File: config.mk
export PLATFORM = sky130hd
export DESIGN_NAME = disp_window
export DESIGN_NICKNAME = d
export VERILOG_FILES = /design/src/rtl/dw_pkg.sv /design/src/rtl/dw_regs.sv /design/src/rtl/dw_axis.sv /design/src/rtl/disp_window.sv
export SDC_FILE = /design/constraint.sdc
export NUM_CORES = 1
export LEC_CHECK = 0
export BUFFER_PORTS_ARGS = -buffer_cell sky130_fd_sc_hd__buf_2
export CAP_MARGIN = 10
export CORE_MARGIN = 2
export CORE_UTILIZATION = 52
export DETAILED_ROUTE_END_ITERATION = 6
export PLACE_DENSITY_LB_ADDON = 0.08
export REMOVE_ABC_BUFFERS = 1
export SLEW_MARGIN = 20
export SYNTH_ARGS = -nofsm -noshare
export SYNTH_HDL_FRONTEND = slang
export SYNTH_SLANG_ARGS = --single-unit
File: constraint.sdc
create_clock -name clk_i -period 3.52 [get_ports clk_i]
set_input_delay 0.528 -clock clk_i [delete_from_list [all_inputs] [get_ports clk_i]]
set_output_delay 0.528 -clock clk_i [all_outputs]
set_load 0.05 [all_outputs]
File: src/rtl/dw_pkg.sv
package dw_pkg;
  localparam int unsigned CODE_W = 8;

  typedef struct packed {
    logic [CODE_W-1:0] hstep;
    logic [CODE_W-1:0] vstep;
    logic [CODE_W-1:0] border;
    logic [CODE_W-1:0] hstart;
    logic [CODE_W-1:0] hstop;
    logic [CODE_W-1:0] vstart;
    logic [CODE_W-1:0] vstop;
  } dw_cfg_t;

  typedef enum logic [1:0] {
    SLOT_0 = 2'd0,
    SLOT_1 = 2'd1,
    SLOT_2 = 2'd2,
    SLOT_3 = 2'd3
  } dw_slot_e;
endpackage

File: src/rtl/dw_regs.sv
module dw_regs
  import dw_pkg::*;
#(
  parameter int unsigned H_STOP_RST = 160,
  parameter int unsigned V_STOP_RST = 240,
  parameter int unsigned STEP_RST   = 128
) (
  input  logic              clk_i,
  input  logic              rst_ni,
  input  logic              wr_en_i,
  input  logic              bank_sel_i,
  input  logic [1:0]        wr_addr_i,
  input  logic [CODE_W-1:0] wr_data_i,
  output dw_cfg_t           cfg_o
);
  dw_cfg_t cfg_q;

  always_ff @(posedge clk_i or negedge rst_ni) begin
    if (!rst_ni) begin
      cfg_q.hstep  <= CODE_W'(STEP_RST);
      cfg_q.vstep  <= CODE_W'(STEP_RST);
      cfg_q.border <= '0;
      cfg_q.hstart <= '0;
      cfg_q.hstop  <= CODE_W'(H_STOP_RST);
      cfg_q.vstart <= '0;
      cfg_q.vstop  <= CODE_W'(V_STOP_RST);
    end else if (wr_en_i) begin
      if (!bank_sel_i) begin
        unique case (dw_slot_e'(wr_addr_i))
          SLOT_0:  cfg_q.hstep  <= wr_data_i;
          SLOT_1:  cfg_q.vstep  <= wr_data_i;
          SLOT_2:  cfg_q.border <= wr_data_i;
          default: ;  // unused slot in this bank
        endcase
      end else begin
        unique case (dw_slot_e'(wr_addr_i))
          SLOT_0:  cfg_q.hstart <= wr_data_i;
          SLOT_1:  cfg_q.hstop  <= wr_data_i;
          SLOT_2:  cfg_q.vstart <= wr_data_i;
          default: cfg_q.vstop  <= wr_data_i;
        endcase
      end
    end
  end

  assign cfg_o = cfg_q;
endmodule

File: src/rtl/dw_axis.sv
// One axis: window compare plus fractional source coordinate accumulator.
module dw_axis
  import dw_pkg::*;
#(
  parameter int unsigned SHIFT  = 2,
  parameter int unsigned FRAC_W = 7,
  parameter int unsigned POS_W  = CODE_W + SHIFT,
  parameter int unsigned ACC_W  = POS_W + CODE_W,
  parameter int unsigned SRC_W  = ACC_W - FRAC_W
) (
  input  logic              clk_i,
  input  logic              rst_ni,
  input  logic              adv_i,
  input  logic [POS_W-1:0]  pos_i,
  input  logic [CODE_W-1:0] start_i,
  input  logic [CODE_W-1:0] stop_i,
  input  logic [CODE_W-1:0] step_i,
  output logic              in_win_o,
  output logic [SRC_W-1:0]  src_o
);
  logic [POS_W-1:0] lo, hi;
  logic [ACC_W-1:0] acc_q, acc_cur;

  assign lo       = {start_i, {SHIFT{1'b0}}};
  assign hi       = {stop_i, {SHIFT{1'b0}}};
  assign in_win_o = (pos_i >= lo) && (pos_i < hi);
  assign acc_cur  = (pos_i == lo) ? '0 : acc_q;
  assign src_o    = acc_cur[ACC_W-1:FRAC_W];

  always_ff @(posedge clk_i or negedge rst_ni) begin
    if (!rst_ni)                acc_q <= '0;
    else if (adv_i && in_win_o) acc_q <= acc_cur + ACC_W'(step_i);
  end
endmodule

File: src/rtl/disp_window.sv
module disp_window
  import dw_pkg::*;
#(
  parameter int unsigned H_ACTIVE = 640,
  parameter int unsigned V_ACTIVE = 480,
  parameter int unsigned H_SHIFT  = 2,
  parameter int unsigned V_SHIFT  = 1,
  parameter int unsigned FRAC_W   = 7
) (
  input  logic                                clk_i,
  input  logic                                rst_ni,
  input  logic                                wr_en_i,
  input  logic                                bank_sel_i,
  input  logic [1:0]                          wr_addr_i,
  input  logic [dw_pkg::CODE_W-1:0]           wr_data_i,
  input  logic                                pix_en_i,
  input  logic [dw_pkg::CODE_W+H_SHIFT-1:0]   col_i,
  input  logic [dw_pkg::CODE_W+V_SHIFT-1:0]   row_i,
  input  logic [dw_pkg::CODE_W-1:0]           layer_pix_i,
  output logic                                active_o,
  output logic [2*dw_pkg::CODE_W+H_SHIFT-FRAC_W-1:0] src_x_o,
  output logic [2*dw_pkg::CODE_W+V_SHIFT-FRAC_W-1:0] src_y_o,
  output logic [dw_pkg::CODE_W-1:0]           pix_o
);
  localparam int unsigned COL_W  = CODE_W + H_SHIFT;
  localparam int unsigned ROW_W  = CODE_W + V_SHIFT;
  localparam int unsigned SRCX_W = COL_W + CODE_W - FRAC_W;
  localparam int unsigned SRCY_W = ROW_W + CODE_W - FRAC_W;
  localparam logic [COL_W-1:0] H_LAST = COL_W'(H_ACTIVE - 1);

  dw_cfg_t cfg_q;
  logic h_in, v_in, line_end;
  logic [SRCX_W-1:0] sx;
  logic [SRCY_W-1:0] sy;

  dw_regs #(
    .H_STOP_RST(H_ACTIVE >> H_SHIFT),
    .V_STOP_RST(V_ACTIVE >> V_SHIFT),
    .STEP_RST  (1 << FRAC_W)
  ) i_regs (
    .clk_i, .rst_ni, .wr_en_i, .bank_sel_i, .wr_addr_i, .wr_data_i,
    .cfg_o(cfg_q)
  );

  assign line_end = pix_en_i && (col_i == H_LAST);

  dw_axis #(.SHIFT(H_SHIFT), .FRAC_W(FRAC_W)) i_haxis (
    .clk_i, .rst_ni,
    .adv_i(pix_en_i), .pos_i(col_i),
    .start_i(cfg_q.hstart), .stop_i(cfg_q.hstop), .step_i(cfg_q.hstep),
    .in_win_o(h_in), .src_o(sx)
  );

  dw_axis #(.SHIFT(V_SHIFT), .FRAC_W(FRAC_W)) i_vaxis (
    .clk_i, .rst_ni,
    .adv_i(line_end), .pos_i(row_i),
    .start_i(cfg_q.vstart), .stop_i(cfg_q.vstop), .step_i(cfg_q.vstep),
    .in_win_o(v_in), .src_o(sy)
  );

  always_ff @(posedge clk_i or negedge rst_ni) begin
    if (!rst_ni) begin
      active_o <= 1'b0;
      src_x_o  <= '0;
      src_y_o  <= '0;
      pix_o    <= '0;
    end else if (pix_en_i) begin
      active_o <= h_in && v_in;
      src_x_o  <= sx;
      src_y_o  <= sy;
      pix_o    <= (h_in && v_in) ? layer_pix_i : cfg_q.border;
    end
  end
endmodule

# Word-level counts from Yosys, hierarchy flattened
# Index checks and enable logic that the tools add are counted.
[word_totals]
mem_count = 0
ramBits = 0
mem_bits_ro = 0
ff_bits = 121
in_bits = 42
wordCells = 44
out_inout_bits = 30
latchBits = 0
[op_classes]
n_shift = 0
mul = 0
add_sub_neg = 2
reduce_logical = 15
bitwise_logic = 2
n_mux = 3
div = 0
eq_ne = 5
order_cmp = 4
[op_table]
columns = ["op", "count"]
rows = [
  ["3-bit AND reduction", 7],
  ["18-bit by 8-bit adder with 18-bit output", 1],
  ["18-bit two-way mux", 1],
  ["17-bit by 8-bit adder with 17-bit output", 1],
  ["17-bit two-way mux", 1],
  ["10-bit equality test", 1],
  ["10-bit equality test (second input constant)", 1],
  ["10-bit greater-or-equal comparator", 1],
  ["10-bit less-than comparator", 1],
  ["9-bit equality test", 1],
  ["9-bit greater-or-equal comparator", 1],
  ["9-bit less-than comparator", 1],
  ["8-bit two-way mux", 1],
  ["1-bit logical AND", 6],
  ["3-bit OR reduction", 1],
  ["2-bit by 1-bit equality test with 1-bit output (second input constant)", 1],
  ["2-bit equality test (second input constant)", 1],
  ["2-bit zero test", 1],
  ["1-bit inverter", 2],
]

# Depth between registers and ports, before layout
[depth]
word_depth = 4
depth_mapped = 15
depth_no_buf = 14

# Cells and area by module
# A second synthesis with hierarchy kept.
[unflattened]
cells_unflattened = 612
hier_area_um2 = 6757.7
[modules_own_cells]
columns = ["mod", "cells_each", "instances", "seq_area_each_um2", "area_per_inst_um2"]
rows = [
  ["dw_regs", 126, 1, 1411.4, 2157.1],
  ["dw_axis (i_haxis)", 201, 1, 450.4, 1687.9],
  ["dw_axis (i_vaxis)", 187, 1, 425.4, 1614.0],
  ["disp_window", 98, 1, 750.7, 1298.7],
]

# Worst setup path before layout
# OpenSTA, ideal clock, no wires.
[synth_path]
path_type = "input-to-reg"
from = "input col_i[9] in the netlist's numbering"
to = "register i_haxis.acc_q[17]"
arrival_time_ns = 3.404
cell_stages = 12
t_required_ns = 3.394
n_path_buf = 2
setup_slack_ns = -0.010
setup_ns = 0.126
path_cell_list = "ha_1 > nand4_2 > or4_4 > buf_6 > clkbuf_1 > and2_1 > ha_1 > o21ai_1 > o2bb2ai_1 > a211oi_2 > nand3_2 > a221o_1"
[synth_via]
elab_chain_cells = 3
elab_cells_between_ends = 7
classes_between = "add/sub (1); order compare (2); eq/ne (1); mux (1); reduce/logical (2)"
[synth_lines]
columns = ["element", "line_no", "rtl"]
rows = [
  ["start, declared", "disp_window.sv:17", "input logic [dw_pkg::CODE_W+H_SHIFT-1:0] col_i,"],
  ["10-bit equality test, or another cell as far along", "dw_axis.sv:27", "assign acc_cur = (pos_i == lo) ? '0 : acc_q;"],
  ["18-bit two-way mux or 1-bit logical AND (tied branches)", "dw_axis.sv:27, dw_axis.sv:26", ""],
  ["18-bit by 8-bit adder with 18-bit output or 1-bit logical AND (tied branches)", "dw_axis.sv:32", "else if (adv_i && in_win_o) acc_q <= acc_cur + ACC_W'(step_i);"],
  ["end signal, assigned", "dw_axis.sv:32", ""],
  ["end, declared", "dw_axis.sv:22", "logic [ACC_W-1:0] acc_q, acc_cur;"],
]
# Several ways; a longest one is shown, not always the timed one.
# A chain may end at the register's enable or synchronous reset.

# Worst setup path in the final report
[layout_path]
from = "register i_regs.cfg_o[14] (netlist name)"
to = "register i_vaxis.acc_q[10]"
[layout_via]
elab_chain_cells = 3
elab_cells_between_ends = 6
classes_between = "add/sub (1); order compare (1); eq/ne (1); mux (1); reduce/logical (2)"
[layout_lines]
columns = ["element", "line_no"]
rows = [
  ["9-bit equality test or 9-bit greater-or-equal comparator (tied branches)", "dw_axis.sv:27, dw_axis.sv:26"],
  ["17-bit two-way mux or 1-bit logical AND (tied branches)", "dw_axis.sv:27, dw_axis.sv:26"],
  ["17-bit by 8-bit adder with 17-bit output or 1-bit logical AND (tied branches)", "dw_axis.sv:32"],
  ["end signal, assigned", "dw_axis.sv:32"],
  ["end, declared", "dw_axis.sv:22"],
]
# Several ways; a longest one is shown, not always the timed one.

==> run metrics <==
clk sinks 121; CP arrival 3.61 ns; vias in the first global route 5152; fraction of layout cells with a size suffix above 1 29.1%; Netlist cell types 72; vias 5026; Slew @ Worst Pin 0.819 ns; status finished, final reports clean; Final Skew 0.0106 ns; drt first pass iters 4; gr usage total 23.5%; clk_lat worst skew 0.43 ns; initial core utilization 53.2%; CTS tree yes; number of buffers added on ports 71; Cell Area, Synth 0.00671 sq mm; Synth top area share 42.1%; Iter 0 DRT Violations 285; Die ar. 0.0138 sq mm; ANT cells 0; Synth area leader dfrtp_1; max cap viols 0; Worst Hold Slack 0.189 ns; critical path launch point i_regs.cfg_o[14]; fin. max-slew vios 0; Worst R2R End i_vaxis.acc_q[10]; final setup fails 0; DR WL/cell 16.6 um; Die Height 118 um; Multi-input gate area 0.00338 sq mm; clk slew on worst S/H paths 0.05 ns; core area 0.0126 sq mm; final count of hold timing violations 0; placed insts 882; maximum vdd drop 397 uV; total CTS buffers 17; WP data required 3.85 ns; IO Pins 72; dominant synthesized flop cell dfrtp_1; DP HPWL 11000 um; CP Class register to register; Final ANT Viol Nets 0; CTS-repair resized insts 0; NumNets Final 819; YS warnings 0; RSZ-0062 raised after global routing false; most area-consuming cells after synthesis dfrtp_1 42%, mux2_2 9.6%, ha_1 8.6%; most frequent cells after synthesis 113 x dfrtp_1, 57 x mux2_2, 55 x inv_1, 55 x o21ai_0, 46 x ha_1; fin crit period 3.28 ns; gpl congestion 0.872; Non-Filler Instances 914; reg2reg setup slack 0.24 ns; Syn-to-layout area delta 17.6%; total negative setup slack 0 ns; Synth Instances 635; Hold Path Class primary input to asynchronous set/reset pin; # fillers 1099; Slew headroom 45.4%; endpoint type of the worst setup path register; clock tree buffer depth 2; Pwr Density 588 mW/mm^2; Post-synth EDFFs 0; Critical Path Start Type register; FMAX 305 MHz; Seq/Total Area, Yosys 45.3%; worst r2r path cells 13; vias per cell 5.50; aggregate global routing overflow 0; CTS H-tree depth 4; Rows 41; Post-CTS Setup Bufs 0; ys async rst share 100%; leakage power 0.00361 uW; final worst path period share 93.3%; initial antenna violation count 0; drt drc 0; CTS hold repair buffers 0; Root Buffer clkbuf_16; crit-path max FO 13; count leader, synth dfrtp_1; mean post-synth cell area 10.6 sq um; Seq cells post-synth 121; largest net degree at the start of global routing 63; FF+latch area 0.00304 sq mm; reg2reg start i_regs.cfg_o[14]; overall die width 118 um; routed wire length 15200 um; first-pass GRT wire length 25600 um
## worst max-delay path, stage by stage, from the launching register on
cell	delay (ns)
dfrtp_1	0.34
inv_1	0.05
ha_1	0.31
nand4_1	0.14
or3_1	0.39
buf_4	0.20
and2_1	0.17
ha_1	0.22
or3_4	0.44
a2111oi_4	0.44
nor2_1	0.13
a31oi_1	0.17
o21ai_0	0.08
o21ai_0	0.10
## cell type report
class	count	share of cell area (%)
timing repair buffer	95	6.82
inverter	55	2.62
sequential	121	38.5
clock inverter	10	0.666
multi-input combinational	439	42.8
tap	172	2.73
clock buffer	22	5.88
## report_power, final
part           switching (uW)  internal, uW  total [uW]
sequential                124          1640        1760
combinational             788           569        1360
clock                     598           920        1520
## state kept, by name (all words and copies together) (netlist names)
signal / count
active_o: 1
i_haxis.acc_q: 18
i_regs.cfg_o: 56
i_vaxis.acc_q: 17
pix_o: 8
src_x_o: 11
src_y_o: 10
## metrics by stage
step	area, sq um	setup WS (ns)	power [uW]	utilization (%)
CTS	7890	0.190	4660	62.5
finish	7890	0.237	4640	62.6
global route	7890	0.0118	4910	62.6
floorplan	6620	0.0225	2720	-
detailed placement	7370	-0.0625	3140	58.4
global placement	7370	0.0285	3080	58.4
## logic make-up after synthesis
group,Yosys count,share of synthesized area (%)
AND/OR/NAND/NOR,156,13.0
flip-flops,121,45.3
XOR/XNOR,10,1.30
buffers and inverters,75,4.47
AO/OA/AOI/OAI,165,16.7
adder cells (fa/ha/maj),48,9.17
multiplexers,60,10.0
## cells in the final DEF (no fill, tap or decap), types with 3 or more instances in the layout
cell,Yosys,routed
clkbuf_1,14,3
nand3_1,36,36
buf_4,2,25
or3_1,3,3
nor2_1,25,25
nor3_1,6,6
o31ai_1,14,14
and2_1,18,18
xor2_1,4,4
xnor2_1,6,6
mux2_2,57,57
clkinv_2,0,9
a31oi_1,16,16
dfstp_2,8,8
a21oi_1,21,21
a21o_1,7,7
nand2_1,33,33
nand2b_1,5,5
o211ai_1,3,3
inv_1,55,55
buf_2,3,70
o21ai_1,16,16
dfrtp_1,113,113
o21ai_0,55,55
nor2b_1,3,3
nand4b_1,3,3
o21a_1,4,4
clkbuf_16,0,17
nand4_1,5,5
ha_1,46,46
## metal layers
layer | part of all wire [%] | track usage, % | vias to the layer above
met5 | 0 | 0 | -
met4 | 1.9 | 8.73 | 0
met1 | 44 | 29.4 | 2431
li1 | - | - | 2480
met3 | 3.6 | 4.60 | 22
met2 | 51 | 40.3 | 93
## how the worst max path moves through the flow
stage                              endpoint  cells past startpoint  slack [ns]
after floorplan           i_vaxis.acc_q[14]                     12        0.02
after global placement     i_vaxis.acc_q[7]                     13        0.03
after detailed placement   i_haxis.acc_q[7]                     12       -0.06
after CTS                 i_vaxis.acc_q[10]                     13        0.19
after global routing      i_vaxis.acc_q[10]                     13        0.01
final                     i_vaxis.acc_q[10]                     13        0.24
(Power assumes the default switching activity.)
